[config.mk]
export PLATFORM = sky130hd
export DESIGN_NAME = useq_sequencer
export DESIGN_NICKNAME = d
export VERILOG_FILES = /design/src/rtl/useq_pkg.sv /design/src/rtl/useq_cond_eval.sv /design/src/rtl/useq_dispatch.sv /design/src/rtl/useq_next_sel.sv /design/src/rtl/useq_sequencer.sv
export SDC_FILE = /design/constraint.sdc
export NUM_CORES = 1
export LEC_CHECK = 0
export CORE_MARGIN = 3
export CORE_UTILIZATION = 40
export CTS_CLUSTER_DIAMETER = 150
export DETAILED_ROUTE_END_ITERATION = 10
export GPL_ROUTABILITY_DRIVEN = 0
export PLACE_DENSITY_LB_ADDON = 0.12
export SLEW_MARGIN = 10
export SYNTH_ARGS = -nofsm -noshare
export SYNTH_HDL_FRONTEND = slang
export SYNTH_HIERARCHICAL = 1
export SYNTH_SLANG_ARGS = --single-unit
[constraint.sdc]
create_clock -name clk -period 1.3 [get_ports clk]
set_clock_uncertainty 0.2 [all_clocks]
set_input_delay 0.26 -clock clk [delete_from_list [all_inputs] [get_ports clk]]
set_output_delay 0.26 -clock clk [all_outputs]
set_load 0.02 [all_outputs]
[src/rtl/useq_pkg.sv]
package useq_pkg;

   // condition selector codes
   localparam int CC_SEQ     = 0;
   localparam int CC_ALWAYS  = 1;
   localparam int CC_IRQ     = 2;
   localparam int CC_MEMWAIT = 3;
   localparam int CC_ZERO    = 4;
   localparam int CC_NEG     = 5;
   localparam int CC_LOAD    = 6;
   localparam int CC_DISP_A  = 7;
   localparam int CC_DISP_B  = 8;
   localparam int CC_DISP_C  = 9;
   localparam int CC_NONZERO = 10;

   // entry points (6-bit microaddresses)
   localparam logic [5:0] UA_MEM   = 6'd5;
   localparam logic [5:0] UA_RREG  = 6'd23;
   localparam logic [5:0] UA_RIMM  = 6'd24;
   localparam logic [5:0] UA_BEQZ  = 6'd50;
   localparam logic [5:0] UA_BNEZ  = 6'd52;
   localparam logic [5:0] UA_JMP   = 6'd54;
   localparam logic [5:0] UA_JREG  = 6'd55;
   localparam logic [5:0] UA_JLNK  = 6'd56;
   localparam logic [5:0] UA_JLNKR = 6'd58;
   localparam logic [5:0] UA_TRAP  = 6'd60;

   typedef enum logic [1:0] {
      DISP_NONE,
      DISP_A,
      DISP_B,
      DISP_C
   } disp_sel_e;

   typedef enum logic [4:0] {
      K_NONE, K_LB, K_LBU, K_LH, K_LHU, K_LW,
      K_ADD, K_SUB, K_AND, K_OR, K_XOR,
      K_SLL, K_SRL, K_SRA, K_LHI,
      K_SEQ, K_SNE, K_SLT, K_SGE, K_SGT, K_SLE
   } op_kind_e;

   typedef struct packed {
      logic irq;
      logic mem_busy;
      logic zero;
      logic neg;
      logic is_load;
   } status_t;

   // first lookup: main opcode to routine entry
   function automatic logic [5:0] main_entry(input logic [5:0] op);
      logic [5:0] e;
      case (op)
         6'h00:                       e = UA_RREG;
         6'h08, 6'h0A, 6'h0C, 6'h0D,
         6'h0E, 6'h0F, 6'h14, 6'h16,
         6'h17, 6'h18, 6'h19, 6'h1A,
         6'h1B, 6'h1C, 6'h1D:         e = UA_RIMM;
         6'h20, 6'h21, 6'h23, 6'h24,
         6'h25, 6'h28, 6'h29, 6'h2B:  e = UA_MEM;
         6'h02:                       e = UA_JMP;
         6'h12:                       e = UA_JREG;
         6'h03:                       e = UA_JLNK;
         6'h13:                       e = UA_JLNKR;
         6'h04:                       e = UA_BEQZ;
         6'h05:                       e = UA_BNEZ;
         default:                     e = UA_TRAP;
      endcase
      return e;
   endfunction

   // operation kind from the main opcode (third lookup)
   function automatic op_kind_e main_kind(input logic [5:0] op);
      op_kind_e k;
      case (op)
         6'h20: k = K_LB;
         6'h24: k = K_LBU;
         6'h21: k = K_LH;
         6'h25: k = K_LHU;
         6'h23: k = K_LW;
         6'h08: k = K_ADD;
         6'h0A: k = K_SUB;
         6'h0C: k = K_AND;
         6'h0D: k = K_OR;
         6'h0E: k = K_XOR;
         6'h14: k = K_SLL;
         6'h16: k = K_SRL;
         6'h17: k = K_SRA;
         6'h0F: k = K_LHI;
         6'h18: k = K_SEQ;
         6'h19: k = K_SNE;
         6'h1A: k = K_SLT;
         6'h1D: k = K_SGE;
         6'h1B: k = K_SGT;
         6'h1C: k = K_SLE;
         default: k = K_NONE;
      endcase
      return k;
   endfunction

   // operation kind from the function opcode (second lookup)
   function automatic op_kind_e func_kind(input logic [5:0] op);
      op_kind_e k;
      case (op)
         6'h30: k = K_LB;
         6'h34: k = K_LBU;
         6'h31: k = K_LH;
         6'h35: k = K_LHU;
         6'h33: k = K_LW;
         6'h20: k = K_ADD;
         6'h22: k = K_SUB;
         6'h24: k = K_AND;
         6'h25: k = K_OR;
         6'h26: k = K_XOR;
         6'h04: k = K_SLL;
         6'h06: k = K_SRL;
         6'h07: k = K_SRA;
         6'h0F: k = K_LHI;
         6'h28: k = K_SEQ;
         6'h29: k = K_SNE;
         6'h2A: k = K_SLT;
         6'h2D: k = K_SGE;
         6'h2B: k = K_SGT;
         6'h2C: k = K_SLE;
         default: k = K_NONE;
      endcase
      return k;
   endfunction

   // shared kind-to-entry map for the second and third lookups
   function automatic logic [5:0] kind_entry(input op_kind_e k);
      logic [5:0] e;
      case (k)
         K_LB:    e = 6'd11;
         K_LBU:   e = 6'd13;
         K_LH:    e = 6'd15;
         K_LHU:   e = 6'd17;
         K_LW:    e = 6'd19;
         K_ADD:   e = 6'd25;
         K_SUB:   e = 6'd26;
         K_AND:   e = 6'd27;
         K_OR:    e = 6'd28;
         K_XOR:   e = 6'd29;
         K_SLL:   e = 6'd30;
         K_SRL:   e = 6'd31;
         K_SRA:   e = 6'd32;
         K_LHI:   e = 6'd33;
         K_SEQ:   e = 6'd35;
         K_SNE:   e = 6'd37;
         K_SLT:   e = 6'd39;
         K_SGE:   e = 6'd41;
         K_SGT:   e = 6'd43;
         K_SLE:   e = 6'd45;
         default: e = UA_TRAP;
      endcase
      return e;
   endfunction

endpackage

[src/rtl/useq_cond_eval.sv]
module useq_cond_eval
   import useq_pkg::*;
#(
   parameter int COND_W = 4
) (
   input  logic [COND_W-1:0] cond_code,
   input  status_t           status,
   output logic              take_jump,
   output disp_sel_e         disp_sel
);

   always_comb begin
      take_jump = 1'b0;
      disp_sel  = DISP_NONE;
      if (cond_code == COND_W'(CC_ALWAYS))       take_jump = 1'b1;
      else if (cond_code == COND_W'(CC_IRQ))     take_jump = status.irq;
      else if (cond_code == COND_W'(CC_MEMWAIT)) take_jump = status.mem_busy;
      else if (cond_code == COND_W'(CC_ZERO))    take_jump = status.zero;
      else if (cond_code == COND_W'(CC_NEG))     take_jump = status.neg;
      else if (cond_code == COND_W'(CC_LOAD))    take_jump = status.is_load;
      else if (cond_code == COND_W'(CC_NONZERO)) take_jump = ~status.zero;
      else if (cond_code == COND_W'(CC_DISP_A))  disp_sel  = DISP_A;
      else if (cond_code == COND_W'(CC_DISP_B))  disp_sel  = DISP_B;
      else if (cond_code == COND_W'(CC_DISP_C))  disp_sel  = DISP_C;
   end

endmodule

[src/rtl/useq_dispatch.sv]
module useq_dispatch
   import useq_pkg::*;
#(
   parameter int UADDR_W      = 6,
   parameter int OP_W         = 6,
   parameter int IRQ_ENTRY    = 2,
   parameter bit SHARE_LOOKUP = 1'b1
) (
   input  disp_sel_e          disp_sel,
   input  logic [OP_W-1:0]    main_op,
   input  logic [OP_W-1:0]    func_op,
   input  logic               irq,
   output logic [UADDR_W-1:0] target
);

   localparam logic [UADDR_W-1:0] IRQ_UA = UADDR_W'(IRQ_ENTRY);

   logic [UADDR_W-1:0] first_tgt;
   logic [UADDR_W-1:0] alu_tgt;

   // first lookup, with interrupt divert
   always_comb begin
      if (irq) first_tgt = IRQ_UA;
      else     first_tgt = UADDR_W'(main_entry(main_op[5:0]));
   end

   generate
      if (SHARE_LOOKUP) begin : g_shared
         op_kind_e kind;
         always_comb begin
            if (disp_sel == DISP_B) kind = func_kind(func_op[5:0]);
            else                    kind = main_kind(main_op[5:0]);
            alu_tgt = UADDR_W'(kind_entry(kind));
         end
      end else begin : g_split
         logic [5:0] func_tgt;
         logic [5:0] main_tgt;
         always_comb begin
            func_tgt = kind_entry(func_kind(func_op[5:0]));
            main_tgt = kind_entry(main_kind(main_op[5:0]));
            alu_tgt  = (disp_sel == DISP_B) ? UADDR_W'(func_tgt)
                                            : UADDR_W'(main_tgt);
         end
      end
   endgenerate

   assign target = (disp_sel == DISP_A) ? first_tgt : alu_tgt;

endmodule

[src/rtl/useq_next_sel.sv]
module useq_next_sel
   import useq_pkg::*;
#(
   parameter int UADDR_W = 6
) (
   input  logic [UADDR_W-1:0] cur_upc,
   input  logic [UADDR_W-1:0] jump_addr,
   input  logic [UADDR_W-1:0] disp_target,
   input  logic               take_jump,
   input  disp_sel_e          disp_sel,
   output logic [UADDR_W-1:0] next_upc
);

   logic [UADDR_W-1:0] incr;
   assign incr = cur_upc + UADDR_W'(1);

   always_comb begin
      if (disp_sel != DISP_NONE) next_upc = disp_target;
      else if (take_jump)        next_upc = jump_addr;
      else                       next_upc = incr;
   end

endmodule

[src/rtl/useq_sequencer.sv]
module useq_sequencer
   import useq_pkg::*;
#(
   parameter int UADDR_W      = 6,
   parameter int OP_W         = 6,
   parameter int COND_W       = 4,
   parameter int IRQ_ENTRY    = 2,
   parameter bit SHARE_LOOKUP = 1'b1
) (
   input  logic               clk,
   input  logic               rst_n,
   input  logic [COND_W-1:0]  cond_code,
   input  logic [UADDR_W-1:0] jump_addr,
   input  logic               irq_pending,
   input  logic               mem_busy,
   input  logic               alu_zero,
   input  logic               alu_neg,
   input  logic               instr_is_load,
   input  logic [OP_W-1:0]    main_op,
   input  logic [OP_W-1:0]    func_op,
   output logic [UADDR_W-1:0] upc
);

   localparam int UA_SPAN = 1 << UADDR_W;

   generate
      if (UADDR_W < 6) begin : g_bad_uaddr
         $error("UADDR_W must hold entry point 60");
      end
      if (OP_W != 6) begin : g_bad_op
         $error("dispatch lookups are defined for 6-bit opcodes");
      end
      if (COND_W < 4) begin : g_bad_cond
         $error("COND_W must hold code 10");
      end
      if (IRQ_ENTRY >= UA_SPAN) begin : g_bad_irq
         $error("IRQ_ENTRY outside microaddress space");
      end
   endgenerate

   status_t            status;
   logic               take_jump;
   disp_sel_e          disp_sel;
   logic [UADDR_W-1:0] disp_target;
   logic [UADDR_W-1:0] next_upc;

   assign status = '{irq: irq_pending, mem_busy: mem_busy, zero: alu_zero,
                     neg: alu_neg, is_load: instr_is_load};

   useq_cond_eval #(.COND_W(COND_W)) u_cond (
      .cond_code (cond_code),
      .status    (status),
      .take_jump (take_jump),
      .disp_sel  (disp_sel)
   );

   useq_dispatch #(
      .UADDR_W      (UADDR_W),
      .OP_W         (OP_W),
      .IRQ_ENTRY    (IRQ_ENTRY),
      .SHARE_LOOKUP (SHARE_LOOKUP)
   ) u_disp (
      .disp_sel (disp_sel),
      .main_op  (main_op),
      .func_op  (func_op),
      .irq      (irq_pending),
      .target   (disp_target)
   );

   useq_next_sel #(.UADDR_W(UADDR_W)) u_next (
      .cur_upc     (upc),
      .jump_addr   (jump_addr),
      .disp_target (disp_target),
      .take_jump   (take_jump),
      .disp_sel    (disp_sel),
      .next_upc    (next_upc)
   );

   always_ff @(posedge clk or negedge rst_n) begin
      if (!rst_n) upc <= '0;
      else        upc <= next_upc;
   end

   // plain sequencing advances by one with wrap
   assert_seq_step_R2: assert property (@(posedge clk) disable iff (!rst_n)
      (cond_code == COND_W'(CC_SEQ)) |=> (upc == UADDR_W'($past(upc) + 1'b1)));

   // unconditional jump
   assert_always_jump_R3: assert property (@(posedge clk) disable iff (!rst_n)
      (cond_code == COND_W'(CC_ALWAYS)) |=> (upc == $past(jump_addr)));

   // not-zero test
   assert_nonzero_jump_R5: assert property (@(posedge clk) disable iff (!rst_n)
      (cond_code == COND_W'(CC_NONZERO) && !alu_zero) |=> (upc == $past(jump_addr)));

   // interrupt divert on first lookup
   assert_irq_divert_R8: assert property (@(posedge clk) disable iff (!rst_n)
      (cond_code == COND_W'(CC_DISP_A) && irq_pending) |=> (upc == UADDR_W'(IRQ_ENTRY)));

   // memory wait holds the counter
   assert_mem_stall_R12: assert property (@(posedge clk) disable iff (!rst_n)
      (cond_code == COND_W'(CC_MEMWAIT) && mem_busy && jump_addr == upc) |=> $stable(upc));

   // third lookup ignores a pending interrupt
   assert_third_no_irq_R13: assert property (@(posedge clk) disable iff (!rst_n)
      (cond_code == COND_W'(CC_DISP_C) && irq_pending && main_op == OP_W'(6'h08))
      |=> (upc == UADDR_W'(25)));

endmodule

==> results.md <==
- Max reg flops: 6
- Final hold violation count: 0
- Pin count of the biggest net entering global routing: 14
- H-tree levels: 1
- Root Buffer: clkbuf_8
- Violated checks: setup timing
- FMAX: 0.350 GHz
- Clock power frac: 13.4%
- Die width: 73.9 um
- FF+latch area: 150 sq um
- Max transition margin: 69.8%
- CTS tree: done
- Peak supply drop: 0.480 mV
- I/O pin cnt: 35
- WS Path Type: in -> reg
- Final Cycle Share: 220%
- Yosys cell types: 66
- Status: finished with violations
- CP cell instances: buf_8, nor3b_4, a21oi_4, nor2b_4, and2b_2, o211ai_1, o32ai_2, a211o_1, ha_2, or3_4, o221a_1, o22ai_2, o21a_1, a31oi_1, nand3_1
- WP data required: 1.26 ns
- Initial antenna violation count: 0
- DRC: 0
- Starting Density: 41.8%
- Ys flop type: dfrtp_1
- Largest regs: upc x6
- Lkg Pwr: 0.00147 uW
- Max cap viols: 0
- CP max FO: 3
- Clock latency on the worst-skew pair: 0.22 ns
- Port buffer count: 34
- Layout cell share with drive strength beyond 1: 47.5%
- First-pass GRT wire length: 10500 um
- Flip-flop and latch count after synthesis: 6
- GRT Residual Overflow: 0
- R2R Path Start: upc[0]$_DFF_PN0_
- Post-synthesis sequential area ratio: 8.14%
- Crit path capture type: register
- CTS max path bufs: 2
- Total GRT Usage: 23.9%
- DP Wirelength: 4700 um
- Final instance area: 0.00319 sq mm
- Mapped cell area: 0.00184 sq mm
- Minimum clock period: 2.86 ns
- Setup Viol. Count Final: 6
- CTS Buf Count: 3
- Ys async rst share: 100%
- YS warnings: 6
- Crit path DAT: 2.81 ns
- Ant diodes: 0
- Mapped Cells: 244
- Clk slew on worst S/H paths: 0.04 ns
- Worst hold path class: in -> async
- CTS sink cnt: 6
- Vias in the first global route: 2282
- Setup ws final: -1.56 ns
- Startpoint types: primary input
- Multi-input gate area: 0.00175 sq mm
- DIE HEIGHT: 73.9 um
- Syn nets: 293
- Top reg by flops: upc
- Drt pass-1 iters: 5
- Count of pins over their slew limit: 0
- Switch share: 41.1%
- Internal cell power: 1230 uW
- Slowest-stage cell, CP: or3_4
- Final WL: 6570 um
- CP peak stage delay: 0.33 ns
- Post-synth EDFFs: 0
- Layout fillers: 335
- Row Count: 24
- Avg Synthesized Cell Area: 7.56 sq um
- Power Density: 657 mW/mm^2
- RSZ-0062 raised after global routing: yes
- Core ar.: 0.00441 sq mm
- Avg Vias per Cell: 5.64
- Avg WL per Cell: 15.5 um
- Final net count: 424
- Critical Path Start: cond_code[2]
- Area Growth Syn to Fin: 73.2%
- Slew @ Worst Pin: 0.447 ns
- NetSw: 863 uW
- Detailed Route Iter0 Violations: 243
- Gate power share: 71.7%
- Power share of the sequential group: 14.9%
- Die area: 0.00546 sq mm
- Via count: 2398
- Post-route ant nets: 0
- Pre-CTS setup slack: -2.20 ns
- Post-layout util: 72.4%
- Cts hold-fix bufs: 0
- Placed cell area: 0.00282 sq mm
[worst max-delay path: cells and delay by family]
kind	cells	cell delay [ns]
AO/OA/AOI/OAI	8	1.23
adder cells (fa/ha/maj)	1	0.20
buffers and inverters	1	0.10
AND/OR/NAND/NOR	5	1.03
[cells by family after synthesis]
kind of cell,after synthesis,synth area share (%)
AO/OA/AOI/OAI,82,31.2
XOR/XNOR,4,1.90
adder cells (fa/ha/maj),20,13.6
buffers and inverters,31,9.90
flip-flops,6,8.14
multiplexers,11,5.97
AND/OR/NAND/NOR,90,29.3
[placed cells by master (no fill, tap or decap), types with 4 or more instances in the layout]
cell and instances:
nor3_1 4, buf_2 10, ha_4 6, o22ai_1 4
a211oi_1 6, o211ai_1 6, ha_1 11, nor2b_1 6
nand4b_1 4, nor2_1 16, buf_4 100, dfrtp_1 6
o21ai_0 5, clkdlybuf4s50_1 13, dlygate4sd2_1 6, o21ai_1 10
nand3_1 11, inv_1 8, buf_6 9, inv_2 7
nand2_1 16, mux2i_1 10, a21oi_1 16
[stage by stage]
| step | hold slack, ns | setup TNS, ns | power, uW | cells |
|---|---|---|---|---|
| 6_report | 0.0880 | -8.71 | 2100 | 425 |
| 2_1_floorplan | -0.236 | -8.58 | 1010 | 244 |
| 3_5_place_dp | 0.337 | -13.09 | 1700 | 403 |
| 3_3_place_gp | 0.331 | -12.80 | 1680 | 403 |
| 5_1_grt | 0.109 | -9.46 | 2250 | 425 |
| 4_1_cts | 0.101 | -8.22 | 2040 | 422 |
[what timing repair did]
item	in CTS	in global routing
resized for setup	116	9
setup buffers	16	4
pin swaps	29	15
endpoints found under the setup margin	12	6
[synthesized netlist by cell type, types with 3 or more instances]
cell	instances	share of area [%]
a211oi_1	6	2.4
ha_1	20	14
buf_2	3	0.81
inv_1	15	3.1
nor3_1	4	1.1
dfrtp_1	6	8.1
xor2_1	3	1.4
nand4b_1	4	1.9
nand3_1	13	3.5
o41ai_1	3	1.4
nand2b_1	4	1.4
o31ai_1	4	1.6
mux2i_1	11	6.0
o21ai_0	14	3.8
and2b_1	3	1.2
a21oi_1	18	4.9
nor2b_1	7	2.4
buf_6	5	3.1
o22ai_1	4	1.4
o211ai_1	6	2.4
nand2_1	16	3.3
buf_4	4	1.6
a31oi_1	4	1.4
nor2_1	16	3.3
[path summary, 6_finish.rpt]
kind | to | slack, ns | depth (start not counted)
max in group asynchronous | upc[2]$_DFF_PN0_ | 0.59 | 1
max reg2reg | upc[5]$_DFF_PN0_ | -0.16 | 4
max | upc[5]$_DFF_PN0_ | -1.56 | 15
min reg2reg | upc[0]$_DFF_PN0_ | 0.47 | 3
min in group clk | upc[4]$_DFF_PN0_ | 0.44 | 3
min | upc[1]$_DFF_PN0_ | 0.09 | 1
[power by group through the flow]
stage	Combinational, uW	Clock (uW)	Sequential, uW
after floorplan	573	0	433
after global routing	1630	299	321
after global placement	1370	0	315
after detailed placement	1380	0	316
final	1500	282	312
after CTS	1440	288	314
[metal layers]
layer / GRT usage (%) / up-vias / part of all wire, %
li1: - / 1171 / -
met5: 0 / - / 0
met3: 4.65 / 15 / 6.3
met2: 40.6 / 83 / 49
met1: 32.0 / 1129 / 43
met4: 3.42 / 0 / 1.4
[cell type report]
cell class                      count  share of cell area [%]
Sequential cell                     6                    4.70
Clock buffer                        3                    1.29
Multi-Input combinational cell    207                    54.6
Timing Repair Buffer              142                    35.6
Tap cell                           52                    2.04
Inverter                           15                    1.76
Note: power is estimated with default switching activity, not from simulation.
